$ cat config.mk
export PLATFORM = sky130hd
export DESIGN_NAME = softstart_seq
export DESIGN_NICKNAME = d
export VERILOG_FILES = /design/src/rtl/ss_seq_pkg.sv /design/src/rtl/ss_tick_counter.sv /design/src/rtl/ss_phase_ctrl.sv /design/src/rtl/ss_code_map.sv /design/src/rtl/softstart_seq.sv
export SDC_FILE = /design/constraint.sdc
export NUM_CORES = 1
export LEC_CHECK = 0
export BUFFER_PORTS_ARGS = -buffer_cell sky130_fd_sc_hd__buf_2
export CAP_MARGIN = 10
export CORE_UTILIZATION = 50
export CTS_CLUSTER_DIAMETER = 80
export DETAILED_ROUTE_END_ITERATION = 6
export PLACE_DENSITY = 0.71
export SLEW_MARGIN = 20
export SYNTH_ARGS = -nofsm -noshare
export SYNTH_HDL_FRONTEND = slang
export SYNTH_HIERARCHICAL = 1
export SYNTH_SLANG_ARGS = --single-unit
$ cat constraint.sdc
create_clock -name clk -period 2.15 [get_ports clk]
set_clock_uncertainty 0.1 [all_clocks]
set_input_delay 0.1075 -clock clk [delete_from_list [all_inputs] [get_ports clk]]
set_output_delay 0.1075 -clock clk [all_outputs]
set_load 0.01 [all_outputs]
$ cat src/rtl/ss_seq_pkg.sv
// Package: shared phase encoding for the soft-start sequencer.
// Assumes: nothing beyond the enumeration below.
package ss_seq_pkg;
    typedef enum logic [1:0] {
        PH_IDLE = 2'd0,
        PH_RAMP = 2'd1,
        PH_REG  = 2'd2,
        PH_HOLD = 2'd3
    } ss_phase_e;
endpackage

$ cat src/rtl/ss_tick_counter.sv
// Module: tick counter shared by the ramp and the zero-hold phases.
// Counts tick pulses modulo 2**(STEP_BITS+SUB_BITS). Reports the upper
// STEP_BITS bits as the step index, and flags the tick that wraps the count.
// Assumes: clr takes priority over tick.
module ss_tick_counter #(
    parameter int STEP_BITS = 6,
    parameter int SUB_BITS  = 5
) (
    input  logic                 clk,
    input  logic                 rst_n,
    input  logic                 clr,
    input  logic                 tick,
    output logic [STEP_BITS-1:0] step_idx,
    output logic                 wrap
);
    localparam int CNT_W = STEP_BITS + SUB_BITS;

    logic [CNT_W-1:0] cnt_q;

    // Count ticks, cleared by reset or by the phase controller.
    always_ff @(posedge clk) begin
        if (!rst_n || clr) begin
            cnt_q <= '0;
        end else if (tick) begin
            cnt_q <= cnt_q + 1'b1;
        end
    end

    // Terminal tick: the count is all ones and one more tick arrives.
    always_comb begin
        wrap     = tick && (cnt_q == {CNT_W{1'b1}});
        step_idx = cnt_q[CNT_W-1 -: STEP_BITS];
    end
endmodule

$ cat src/rtl/ss_phase_ctrl.sv
// Module: phase controller (idle, ramp, regulation, zero-hold).
// The enable takes priority over every other input. A hiccup request is
// accepted only in regulation. A ramp or a hold ends on the counter wrap.
// Assumes: the wrap input comes from a counter that this block clears.
module ss_phase_ctrl
    import ss_seq_pkg::*;
(
    input  logic      clk,
    input  logic      rst_n,
    input  logic      en,
    input  logic      hiccup_req,
    input  logic      wrap,
    output ss_phase_e phase,
    output logic      cnt_clr
);
    ss_phase_e phase_q, phase_d;

    // Next-phase selection.
    always_comb begin
        phase_d = phase_q;
        if (!en) begin
            phase_d = PH_IDLE;
        end else begin
            case (phase_q)
                PH_IDLE: phase_d = PH_RAMP;
                PH_RAMP: if (wrap) phase_d = PH_REG;
                PH_REG:  if (hiccup_req) phase_d = PH_HOLD;
                PH_HOLD: if (wrap) phase_d = PH_RAMP;
                default: phase_d = PH_IDLE;
            endcase
        end
    end

    // Phase register with synchronous reset.
    always_ff @(posedge clk) begin
        if (!rst_n) begin
            phase_q <= PH_IDLE;
        end else begin
            phase_q <= phase_d;
        end
    end

    // Keep the counter at zero outside the phases that time something.
    always_comb begin
        cnt_clr = !en || (phase_q == PH_IDLE) || (phase_q == PH_REG);
        phase   = phase_q;
    end
endmodule

$ cat src/rtl/ss_code_map.sv
// Module: maps the phase and the step index onto the output code and flags.
// Ramp: the index passes through. Regulation: full scale. Otherwise: zero.
// Assumes: purely combinational; its inputs come from registers.
module ss_code_map
    import ss_seq_pkg::*;
#(
    parameter int STEP_BITS = 6
) (
    input  ss_phase_e            phase,
    input  logic [STEP_BITS-1:0] step_idx,
    output logic [STEP_BITS-1:0] step_code,
    output logic                 ss_active,
    output logic                 ramp_done
);
    // Output decode per phase.
    always_comb begin
        step_code = '0;
        ss_active = 1'b0;
        ramp_done = 1'b0;
        case (phase)
            PH_RAMP: begin
                step_code = step_idx;
                ss_active = 1'b1;
            end
            PH_REG: begin
                step_code = {STEP_BITS{1'b1}};
                ramp_done = 1'b1;
            end
            default: ;
        endcase
    end
endmodule

$ cat src/rtl/softstart_seq.sv
// Module: staircase soft-start reference sequencer (top).
// Ramps a STEP_BITS-wide code from zero to full scale, one step per
// 2**SUB_BITS ticks. Holds full scale in regulation. A hiccup request
// forces a zero-hold of one soft-start time, followed by a new ramp.
// Assumes: tick is a single-cycle pulse synchronous to clk.
module softstart_seq
    import ss_seq_pkg::*;
#(
    parameter int STEP_BITS = 6,
    parameter int SUB_BITS  = 5
) (
    input  logic                 clk,
    input  logic                 rst_n,
    input  logic                 tick,
    input  logic                 en,
    input  logic                 hiccup_req,
    output logic [STEP_BITS-1:0] step_code,
    output logic                 ss_active,
    output logic                 ramp_done
);
    ss_phase_e            phase;
    logic                 cnt_clr;
    logic                 wrap;
    logic [STEP_BITS-1:0] step_idx;

    ss_tick_counter #(.STEP_BITS(STEP_BITS), .SUB_BITS(SUB_BITS)) u_cnt (
        .clk      (clk),
        .rst_n    (rst_n),
        .clr      (cnt_clr),
        .tick     (tick),
        .step_idx (step_idx),
        .wrap     (wrap)
    );

    ss_phase_ctrl u_ctrl (
        .clk        (clk),
        .rst_n      (rst_n),
        .en         (en),
        .hiccup_req (hiccup_req),
        .wrap       (wrap),
        .phase      (phase),
        .cnt_clr    (cnt_clr)
    );

    ss_code_map #(.STEP_BITS(STEP_BITS)) u_map (
        .phase     (phase),
        .step_idx  (step_idx),
        .step_code (step_code),
        .ss_active (ss_active),
        .ramp_done (ramp_done)
    );
endmodule

==> impl_metrics.csv, run 1 <==
group,metric,value,unit
status,status,"complete, no violations",
critical_path,cp-endpoint,"u_ctrl/phase[0]$_SDFFE_PN0P_",
critical_path,path_max_fanout,3,
min_path,hold_path_class,"input port to flop",
layout,area_growth,8.05,%
layout,finish.utilization,0.580,
global_route,antenna_found_initial,0,
timing,layout_min_cycle_time,1.78,ns
critical_path,ff2ff_path_depth,6,
critical_path,rr_endpoint,"u_ctrl/phase[0]$_SDFFE_PN0P_",
timing,worst_pin_slew,0.401,ns
route,first_iter_violations,8,
critical_path,r2r_start,"u_cnt/cnt_q[0]$_SDFFE_PP0P_",
timing,rsz0062_at_grt,"false",
synth,synth_fp_nets,112,
min_path,min_from,"en",
route,first_pass_iters,4,
floorplanning,ios,13,
critical_path,critPathKind,"flop to flop",
critical_path,critical-path-top-delay-family,"simple AND/OR/NAND/NOR gates",
clocking,ctsResizeCount,0,
placed_design,dpl.hpwl,1.04,mm
layout,fin_nets,123,
route,vias,664,
synth,synth_edf_count,0,
critical_path,worstSetupStartpointType,"flop",
placed_design,dp.cells,120,
power,power.leakage,0.350,nW
clocking,cts_tree,"built",
critical_path,worstPathCellList,"ha_1 -> nand4_2 -> nor4_1 -> o21ba_1 -> or4_1 -> o31ai_1",
layout,final_cells,124,
floorplanning,fp.dieH,42.2,um
critical_path,worstPathArrival,1.88,ns
power,total_power,0.452,mW
route,ant_nets,0,
floorplanning,rows,14,
critical_path,rrSetupSlack,0.37,ns
clocking,hold_buffers,0,
clocking,clk_path_buf_depth,2,
global_route,grt_overflow_total,0,
placed_design,placed_cell_area,847,sq um
layout,finalInstanceArea,873,sq um
timing,max_slew_margin,0.732,
floorplanning,dieArea,0.00178,sq mm
critical_path,end_kind,"flop",
timing,max_freq,561,MHz
critical_path,cp_slowest_stage_delay,0.40,ns
route,post_drt_wl_per_cell,11.2,um
clocking,root_buffer,"clkbuf_4",
route,via_per_inst,5.35,
layout,fillers,148,
timing,drv_slew,0,
synth,synthFlopType,"dfxtp_1",
timing,setup_viol,0,
floorplanning,start_util,0.537,
synth,netlist_top_cells_count,"a21oi_1, dfxtp_1, nor2_1",
timing,hold_violations,0,
synth,synth_area_leaders,"dfxtp_1, ha_1, a21oi_1",
layout,seq_area,260,sq um
synth,syn_area_per_cell,8.25,sq um
synth,yosysTopAreaCell,"dfxtp_1",
layout,antenna_cells,0,
floorplanning,core,0.00151,sq mm
synth,netlist_instances,98,
timing,finalWorstSetupSlack,0.366,ns
synth,syn_area,808,sq um
floorplanning,die_w,42.2,um
clocking,clk_pin_slew,0.08,ns
clocking,post-cts-setup-buffers,0,
placed_design,port_buffers,12,
critical_path,cp_data_required_time,2.25,ns
route,route.detailed.drc,0,
synth,synth_cell_types,24,
synth,synth_seq_cells,13,
clocking,cts_buffers,3,
synth,synthArstFlopShare,0,
critical_path,cp.buffers_inverters,0,
critical_path,crit_path_top_delay_cell,"or4_1",
clocking,clk_latency,0.28,ns
synth,yosysWarnings,6,
placed_design,place_congestion,0.743,
global_route,grt_pass1_vias,628,
synth,yosysTopAreaCellShare,0.322,
power,p_per_area,518,mW/mm^2
clocking,clock-sinks,13,
global_route,grt_util_all_layers,0.192,
timing,fin_crit_sh,0.830,
placed_design,pre_cts_ws,0.391,ns
layout,multi_input_area,477,sq um
global_route,grt_pass1_wl,2.58,mm
critical_path,cp_num_cells,6,
critical_path,worstSetupStartpoint,"u_cnt/cnt_q[0]$_SDFFE_PP0P_",
timing,tns,0,ns
clocking,htreeDepth,1,
synth,synth-seq-area-share,0.322,
power,vdd.ir_drop.worst,0.000391,V
global_route,grt_max_degree,12,
flow_run,drv_cap,0,
timing,whs,0.0354,ns
layout,drive_gt1_frac,0.185,
route,routed_wirelength,1.39,mm
sequential cells by signal, summed over array words and instances (netlist names):
register	count
u_ctrl/phase	2
u_cnt/cnt_q	11
logic make-up (layout without fill, tap and decap cells):
| family | after synthesis | in the layout | synth area share |
|---|---|---|---|
| simple gates | 37 | 37 | 0.248 |
| flops | 13 | 13 | 0.322 |
| xor+xnor | 3 | 3 | 0.0325 |
| fa+ha+maj | 9 | 9 | 0.139 |
| compound gates | 22 | 22 | 0.158 |
| buf+inv | 13 | 23 | 0.0882 |
| mux | 1 | 1 | 0.0124 |
worst reg2reg max path, delay by kind of cell, from the launching register on:
| kind | cells | cell delay, ns |
|---|---|---|
| DFF | 1 | 0.39 |
| AOI/OAI and AO/OA | 2 | 0.26 |
| and+or+nand+nor | 3 | 0.76 |
| adders and majority gates | 1 | 0.20 |
layout by cell type, fill, tap and decap left out:
cell type and n:
a21oi_1 13, buf_2 12, buf_4 1, clkbuf_1 1, clkbuf_4 3, dfxtp_1 13
ha_1 9, inv_1 6, mux2i_1 1, nand2_1 6, nand2_2 1, nand2b_1 1
nand3_1 3, nand4_1 1, nand4_2 2, nor2_1 12, nor2b_1 1, nor4_1 1
o21ai_0 3, o21ba_1 1, o31ai_1 5, or2_2 1, or3_1 4, or4_1 4
xnor2_1 1, xor2_1 2
final cells by class:
| class | instances | share of cell area |
|---|---|---|
| clock buffers | 4 | 0.0301 |
| repair buffers | 13 | 0.0774 |
| well taps | 16 | 0.0229 |
| flip-flops and latches | 13 | 0.298 |
| multi-input cells | 72 | 0.546 |
| inverters | 6 | 0.0258 |
worst min path at each step:
stage                                         to  slack [ns]  cells past startpoint
finish              u_ctrl/phase[0]$_SDFFE_PN0P_        0.04                      3
global route        u_ctrl/phase[1]$_SDFFE_PN0P_        0.04                      3
CTS                 u_ctrl/phase[0]$_SDFFE_PN0P_        0.02                      3
detailed placement  u_ctrl/phase[0]$_SDFFE_PN0P_        0.32                      3
global placement    u_ctrl/phase[0]$_SDFFE_PN0P_        0.32                      3
floorplan            u_cnt/cnt_q[0]$_SDFFE_PP0P_        0.16                      2
report_power, final:
part / total (mW) / switching, mW / leakage (nW) / internal [mW]
clock network: 0.155 / 0.0829 / 0.0150 / 0.0719
logic: 0.0495 / 0.0290 / 0.230 / 0.0205
registers: 0.248 / 0.00463 / 0.105 / 0.243
total: 0.452 / 0.117 / 0.350 / 0.336
metal layers:
metal | global-route usage | vias up | share of wire
li1 | - | 356 | -
met1 | 0.254 | 292 | 0.49
met2 | 0.289 | 12 | 0.45
met3 | 0.0388 | 4 | 0.036
met4 | 0.113 | 0 | 0.016
met5 | 0 | - | 0
Note: power is estimated with default switching activity, not from simulation.
==> inputs of run 2 (changes only) <==
--- a/config.mk
+++ b/config.mk
@@ -7,7 +7,7 @@
 export LEC_CHECK = 0
 export BUFFER_PORTS_ARGS = -buffer_cell sky130_fd_sc_hd__buf_2
 export CAP_MARGIN = 10
-export CORE_UTILIZATION = 50
+export CORE_UTILIZATION = 48
 export CTS_CLUSTER_DIAMETER = 80
 export DETAILED_ROUTE_END_ITERATION = 6
 export PLACE_DENSITY = 0.71
==> constraint.sdc (replaced) <==
create_clock -name clk -period 1.6 [get_ports clk]
set_clock_uncertainty 0.1 [all_clocks]
set_input_delay 0.08 -clock clk [delete_from_list [all_inputs] [get_ports clk]]
set_output_delay 0.08 -clock clk [all_outputs]
set_load 0.01 [all_outputs]
==> run 2 against run 1 <==
The run now ends with setup timing left; count of clock-buffer cells in the layout unchanged; flip-flop and latch count unchanged; via count is 12% higher; cell count increased by 11%; sequential power increased by 33%; register-to-register slack lost 0.44 ns; largest power group unchanged.
==> impl_metrics.csv, run 2 (synthesis gave the netlist of run 1 again) <==
group,metric,value,unit
status,status,"finished, violations left",
status,violations,"setup timing",
critical_path,cp_data_required_time,1.69,ns
clocking,clk_latency,0.27,ns
layout,fillers,136,
floorplanning,die_w,43.0,um
clocking,cts_buffers,3,
global_route,grt_util_all_layers,0.202,
timing,max_freq,598,MHz
floorplanning,ios,13,
floorplanning,core,0.00154,sq mm
route,routed_wirelength,1.57,mm
floorplanning,start_util,0.524,
layout,area_growth,27.9,%
timing,finalWorstSetupSlack,-0.0732,ns
global_route,grt_pass1_vias,671,
route,first_iter_violations,17,
layout,antenna_cells,0,
layout,finalInstanceArea,0.00103,sq mm
layout,final_cell_mix,"buf_4, buf_2, a21oi_1, nor2_1, dfxtp_1",
floorplanning,dieArea,0.00185,sq mm
timing,whs,0.0269,ns
global_route,grt.busiest_layer,"met2",
power,switching_power,0.160,mW
layout,final_common_cell,"buf_4",
power,power.leakage,0.420,nW
clocking,clk_pin_slew,0.08,ns
timing,worst_pin_slew,0.230,ns
timing,fin_crit_sh,1.05,
critical_path,worstSetupStartpointType,"flop",
critical_path,end_kind,"flop",
layout,fin_nets,137,
global_route,grt_max_degree,12,
global_route,use_met3,0.0255,
global_route,gr-usage-met2,0.333,
clocking,root_buffer,"clkbuf_4",
clocking,clock-sinks,13,
route,via_per_inst,5.41,
clocking,clk_path_buf_depth,2,
layout,largest-register,"u_cnt/cnt_q",
power,pwr-share-comb,0.147,
layout,drive_gt1_frac,0.352,
critical_path,worstPathArrival,1.76,ns
timing,layout_min_cycle_time,1.67,ns
placed_design,placed_cell_area,961,sq um
critical_path,path_max_fanout,3,
layout,finish.utilization,0.670,
power,pwr-share-seq,0.527,
global_route,grt_pass1_wl,2.84,mm
critical_path,critPathKind,"flop to flop",
route,post_drt_wl_per_cell,11.4,um
flow_run,drv_cap,0,
timing,rsz0062_at_grt,"true",
global_route,antenna_found_initial,0,
route,route.detailed.drc,0,
timing,setup_viol,1,
power,clkPwrFrac,0.326,
route,first_pass_iters,4,
route,vias,746,
route,ant_nets,0,
global_route,use_met1,0.268,
layout,largest_reg_flops,11,
floorplanning,rows,14,
placed_design,dpl.hpwl,1.17,mm
placed_design,pre_cts_ws,-0.0847,ns
power,p_per_area,607,mW/mm^2
clocking,cts_tree,"built",
floorplanning,fp.dieH,43.0,um
timing,max_slew_margin,0.846,
timing,tns,-0.0732,ns
placed_design,place_congestion,0.816,
timing,drv_slew,0,
clocking,htreeDepth,1,
power,p_int,0.467,mW
placed_design,port_buffers,12,
power,swShare,0.255,
timing,hold_violations,0,
power,vdd.ir_drop.worst,0.000442,V
min_path,hold_path_class,"input port to flop",
global_route,grt_overflow_total,0,
## run 2: cell type report
type / count / area [sq um] / share of cell area
Timing Repair Buffer: 27 / 175 / 0.169
Inverter: 6 / 22.5 / 0.0218
Clock buffer: 4 / 26.3 / 0.0254
Sequential cell: 13 / 264 / 0.255
Tap cell: 16 / 20.0 / 0.0194
Multi-Input combinational cell: 72 / 526 / 0.508
## run 2: per-stage QoR
stage	power (mW)	cells
6_report	0.627	138
5_1_grt	0.655	138
4_1_cts	0.629	138
3_5_place_dp	0.415	132
3_3_place_gp	0.412	132
2_1_floorplan	0.388	98
## run 2: power groups by stage
stage	clock network [mW]	logic (mW)	registers [mW]
after global placement	0	0.0741	0.338
after floorplan	0	0.0476	0.340
final	0.204	0.0924	0.331
after CTS	0.209	0.0894	0.330
after global routing	0.219	0.104	0.332
after detailed placement	0	0.0772	0.338
## run 2: path summary, 6_finish.rpt
path | from | to | slack, ns | cells after the start
setup / recovery | u_cnt/cnt_q[0]$_SDFFE_PP0P_ | u_ctrl/phase[0]$_SDFFE_PN0P_ | -0.07 | 6
hold / removal | rst_n | u_ctrl/phase[0]$_SDFFE_PN0P_ | 0.03 | 3
setup reg to reg | u_cnt/cnt_q[0]$_SDFFE_PP0P_ | u_ctrl/phase[0]$_SDFFE_PN0P_ | -0.07 | 6
hold reg to reg | u_cnt/cnt_q[9]$_SDFFE_PP0P_ | u_cnt/cnt_q[9]$_SDFFE_PP0P_ | 0.41 | 2
## run 2: what timing repair did
item,4_1_cts,5_1_grt
hold buffers,1,0
pin swaps,3,0
gates resized for setup,2,5
hold endpoints to repair,1,0
setup endpoints to repair,8,19
buffers inserted,1,0
## run 2: routing by layer
| metal | vias to the layer above | wire [um] |
|---|---|---|
| met5 | - | 0 |
| met4 | 0 | 18 |
| met3 | 2 | 45 |
| met2 | 16 | 730 |
| met1 | 340 | 773 |
| li1 | 388 | - |
## run 2: critical path, stage by stage, from the launching register on
cell and delay (ns):
dfxtp_2 0.36, ha_4 0.15, nand4_4 0.08, nor4_2 0.23, o21ba_2 0.19, or4_1 0.40, o31ai_1 0.08
==> inputs of run 3 (changes only) <==
--- a/config.mk
+++ b/config.mk
@@ -10,6 +10,7 @@
 export CORE_UTILIZATION = 48
 export CTS_CLUSTER_DIAMETER = 80
 export DETAILED_ROUTE_END_ITERATION = 6
+export HOLD_SLACK_MARGIN = 0.05
 export PLACE_DENSITY = 0.71
 export SLEW_MARGIN = 20
 export SYNTH_ARGS = -nofsm -noshare
==> run 3 against run 2 <==
The run still ends with setup timing left; utilization rose by 0.65 points; non-clock buffer count grew 1; sequential power about the same; flip-flop and latch count is the same; register-to-register slack about the same; largest cell class unchanged.
==> impl_metrics.csv, run 3 (synthesis gave the netlist of run 1 again) <==
group,metric,value,unit
timing,max_slew_margin,0.844,
timing,fin_crit_sh,1.04,
min_path,hold_path_class,"input port to flop",
min_path,whs_path_depth,3,
critical_path,cp_slowest_stage_delay,0.40,ns
critical_path,cp_num_cells,6,
timing,drv_slew,0,
placed_design,dpl.hpwl,1.17,mm
status,violations,"setup timing",
critical_path,worstPathCellList,"ha_4 -> nand4_4 -> nor4_2 -> o21ba_2 -> or4_1 -> o31ai_1",
clocking,clk_latency,0.28,ns
power,vdd.ir_drop.worst,0.000446,V
placed_design,place_congestion,0.816,
route,route.detailed.drc,0,
timing,max_freq,598,MHz
global_route,grt_max_degree,12,
power,p_per_area,605,mW/mm^2
critical_path,cp.buffers_inverters,0,
timing,tns,-0.0713,ns
critical_path,path_max_fanout,3,
floorplanning,dieArea,0.00185,sq mm
timing,finalWorstSetupSlack,-0.0713,ns
global_route,antenna_found_initial,0,
timing,layout_min_cycle_time,1.67,ns
floorplanning,rows,14,
layout,largest-register,"u_cnt/cnt_q",
critical_path,worstPathArrival,1.76,ns
status,status,"finished, violations left",
global_route,grt_util_all_layers,0.204,
critical_path,crit_path_top_delay_cell,"or4_1",
floorplanning,die_w,43.0,um
critical_path,worstSetupStartpoint,"u_cnt/cnt_q[0]$_SDFFE_PP0P_",
layout,drive_gt1_frac,0.350,
clocking,clock-sinks,13,
layout,largest_reg_flops,11,
global_route,grt_overflow_total,0,
power,total_power,0.631,mW
route,post_drt_wl_per_cell,11.5,um
critical_path,critPathKind,"flop to flop",
floorplanning,ios,13,
critical_path,cp_data_required_time,1.69,ns
timing,worst_pin_slew,0.235,ns
critical_path,worstSetupStartpointType,"flop",
global_route,grt_pass1_vias,672,
clocking,htreeDepth,1,
timing,setup_viol,1,
timing,hold_violations,0,
layout,fin_nets,138,
clocking,cts_buffers,3,
route,vias,738,
route,routed_wirelength,1.60,mm
global_route,grt_pass1_wl,2.87,mm
floorplanning,start_util,0.524,
clocking,root_buffer,"clkbuf_4",
layout,final_cell_mix,"buf_4, buf_2, a21oi_1, nor2_1, dfxtp_1",
placed_design,pre_cts_ws,-0.0847,ns
route,first_pass_iters,4,
timing,rsz0062_at_grt,"true",
layout,antenna_cells,0,
critical_path,critical-path-top-delay-family,"simple AND/OR/NAND/NOR gates",
route,via_per_inst,5.31,
floorplanning,fp.dieH,43.0,um
critical_path,ff2ff_path_depth,6,
critical_path,r2r_start,"u_cnt/cnt_q[0]$_SDFFE_PP0P_",
power,power.leakage,0.425,nW
critical_path,end_kind,"flop",
route,first_iter_violations,20,
clocking,clk_pin_slew,0.08,ns
floorplanning,core,0.00154,sq mm
timing,whs,0.0724,ns
route,ant_nets,0,
layout,area_growth,29.1,%
min_path,min_from,"tick",
layout,final_common_cell,"buf_4",
clocking,cts_tree,"built",
flow_run,drv_cap,0,
clocking,clk_path_buf_depth,2,
placed_design,port_buffers,12,
-- run 3: cell types whose count changed in the layout (fill, tap and decap cells not counted), sizes merged --
cell / delta
dlygate4sd3: +1
-- run 3: layout make-up --
cell class / instances / area (sq um)
clock buffers: 4 / 26.3
fillers: 135 / 498
inverters: 6 / 22.5
multi-input cells: 72 / 526
flip-flops and latches: 13 / 264
well taps: 16 / 20.0
repair buffers: 28 / 185
-- run 3: tightest hold or removal path, cell delays in order --
cell and delay [ns]:
buf_2 0.17, mux2i_1 0.09, nor2_1 0.07
-- run 3: path summary, 6_finish.rpt --
kind	endpoint	slack, ns
worst max register to register	u_ctrl/phase[0]$_SDFFE_PN0P_	-0.07
worst max-delay path	u_ctrl/phase[0]$_SDFFE_PN0P_	-0.07
worst min-delay path	u_cnt/cnt_q[1]$_SDFFE_PP0P_	0.07
worst min register to register	u_cnt/cnt_q[10]$_SDFFE_PP0P_	0.41
-- run 3: metal layers --
metal / routed length [um] / GRT usage / vias up / share of wire
met2: 749 / 0.339 / 18 / 0.47
met1: 773 / 0.270 / 329 / 0.48
met5: 0 / 0 / - / 0
met4: 18 / 0.0727 / 0 / 0.011
met3: 56 / 0.0255 / 2 / 0.035
li1: - / - / 389 / -
-- run 3: metrics by stage --
| stage | instances | instance area, sq um | util |
|---|---|---|---|
| final | 139 | 1040 | 0.677 |
| after global routing | 139 | 1040 | 0.677 |
| after CTS | 139 | 1030 | 0.668 |
| after detailed placement | 132 | 961 | 0.623 |
| after global placement | 132 | 961 | 0.623 |
| after floorplan | 98 | 832 | - |
-- run 3: timing repair --
item / in CTS / in global routing
gates cloned: 0 / 0
hold buffers: 2 / 0
pin swaps: 3 / 0
setup buffers: 1 / 0
gates resized for setup: 2 / 5
endpoints found under the setup margin: 8 / 19
endpoints found under the hold margin: 2 / 0
-- run 3: report_power, final --
part           internal [mW]  switching (mW)  total, mW
Sequential             0.328         0.00305      0.331
Clock                 0.0967           0.109      0.206
Combinational         0.0449          0.0495     0.0944
Total                  0.469           0.162      0.631
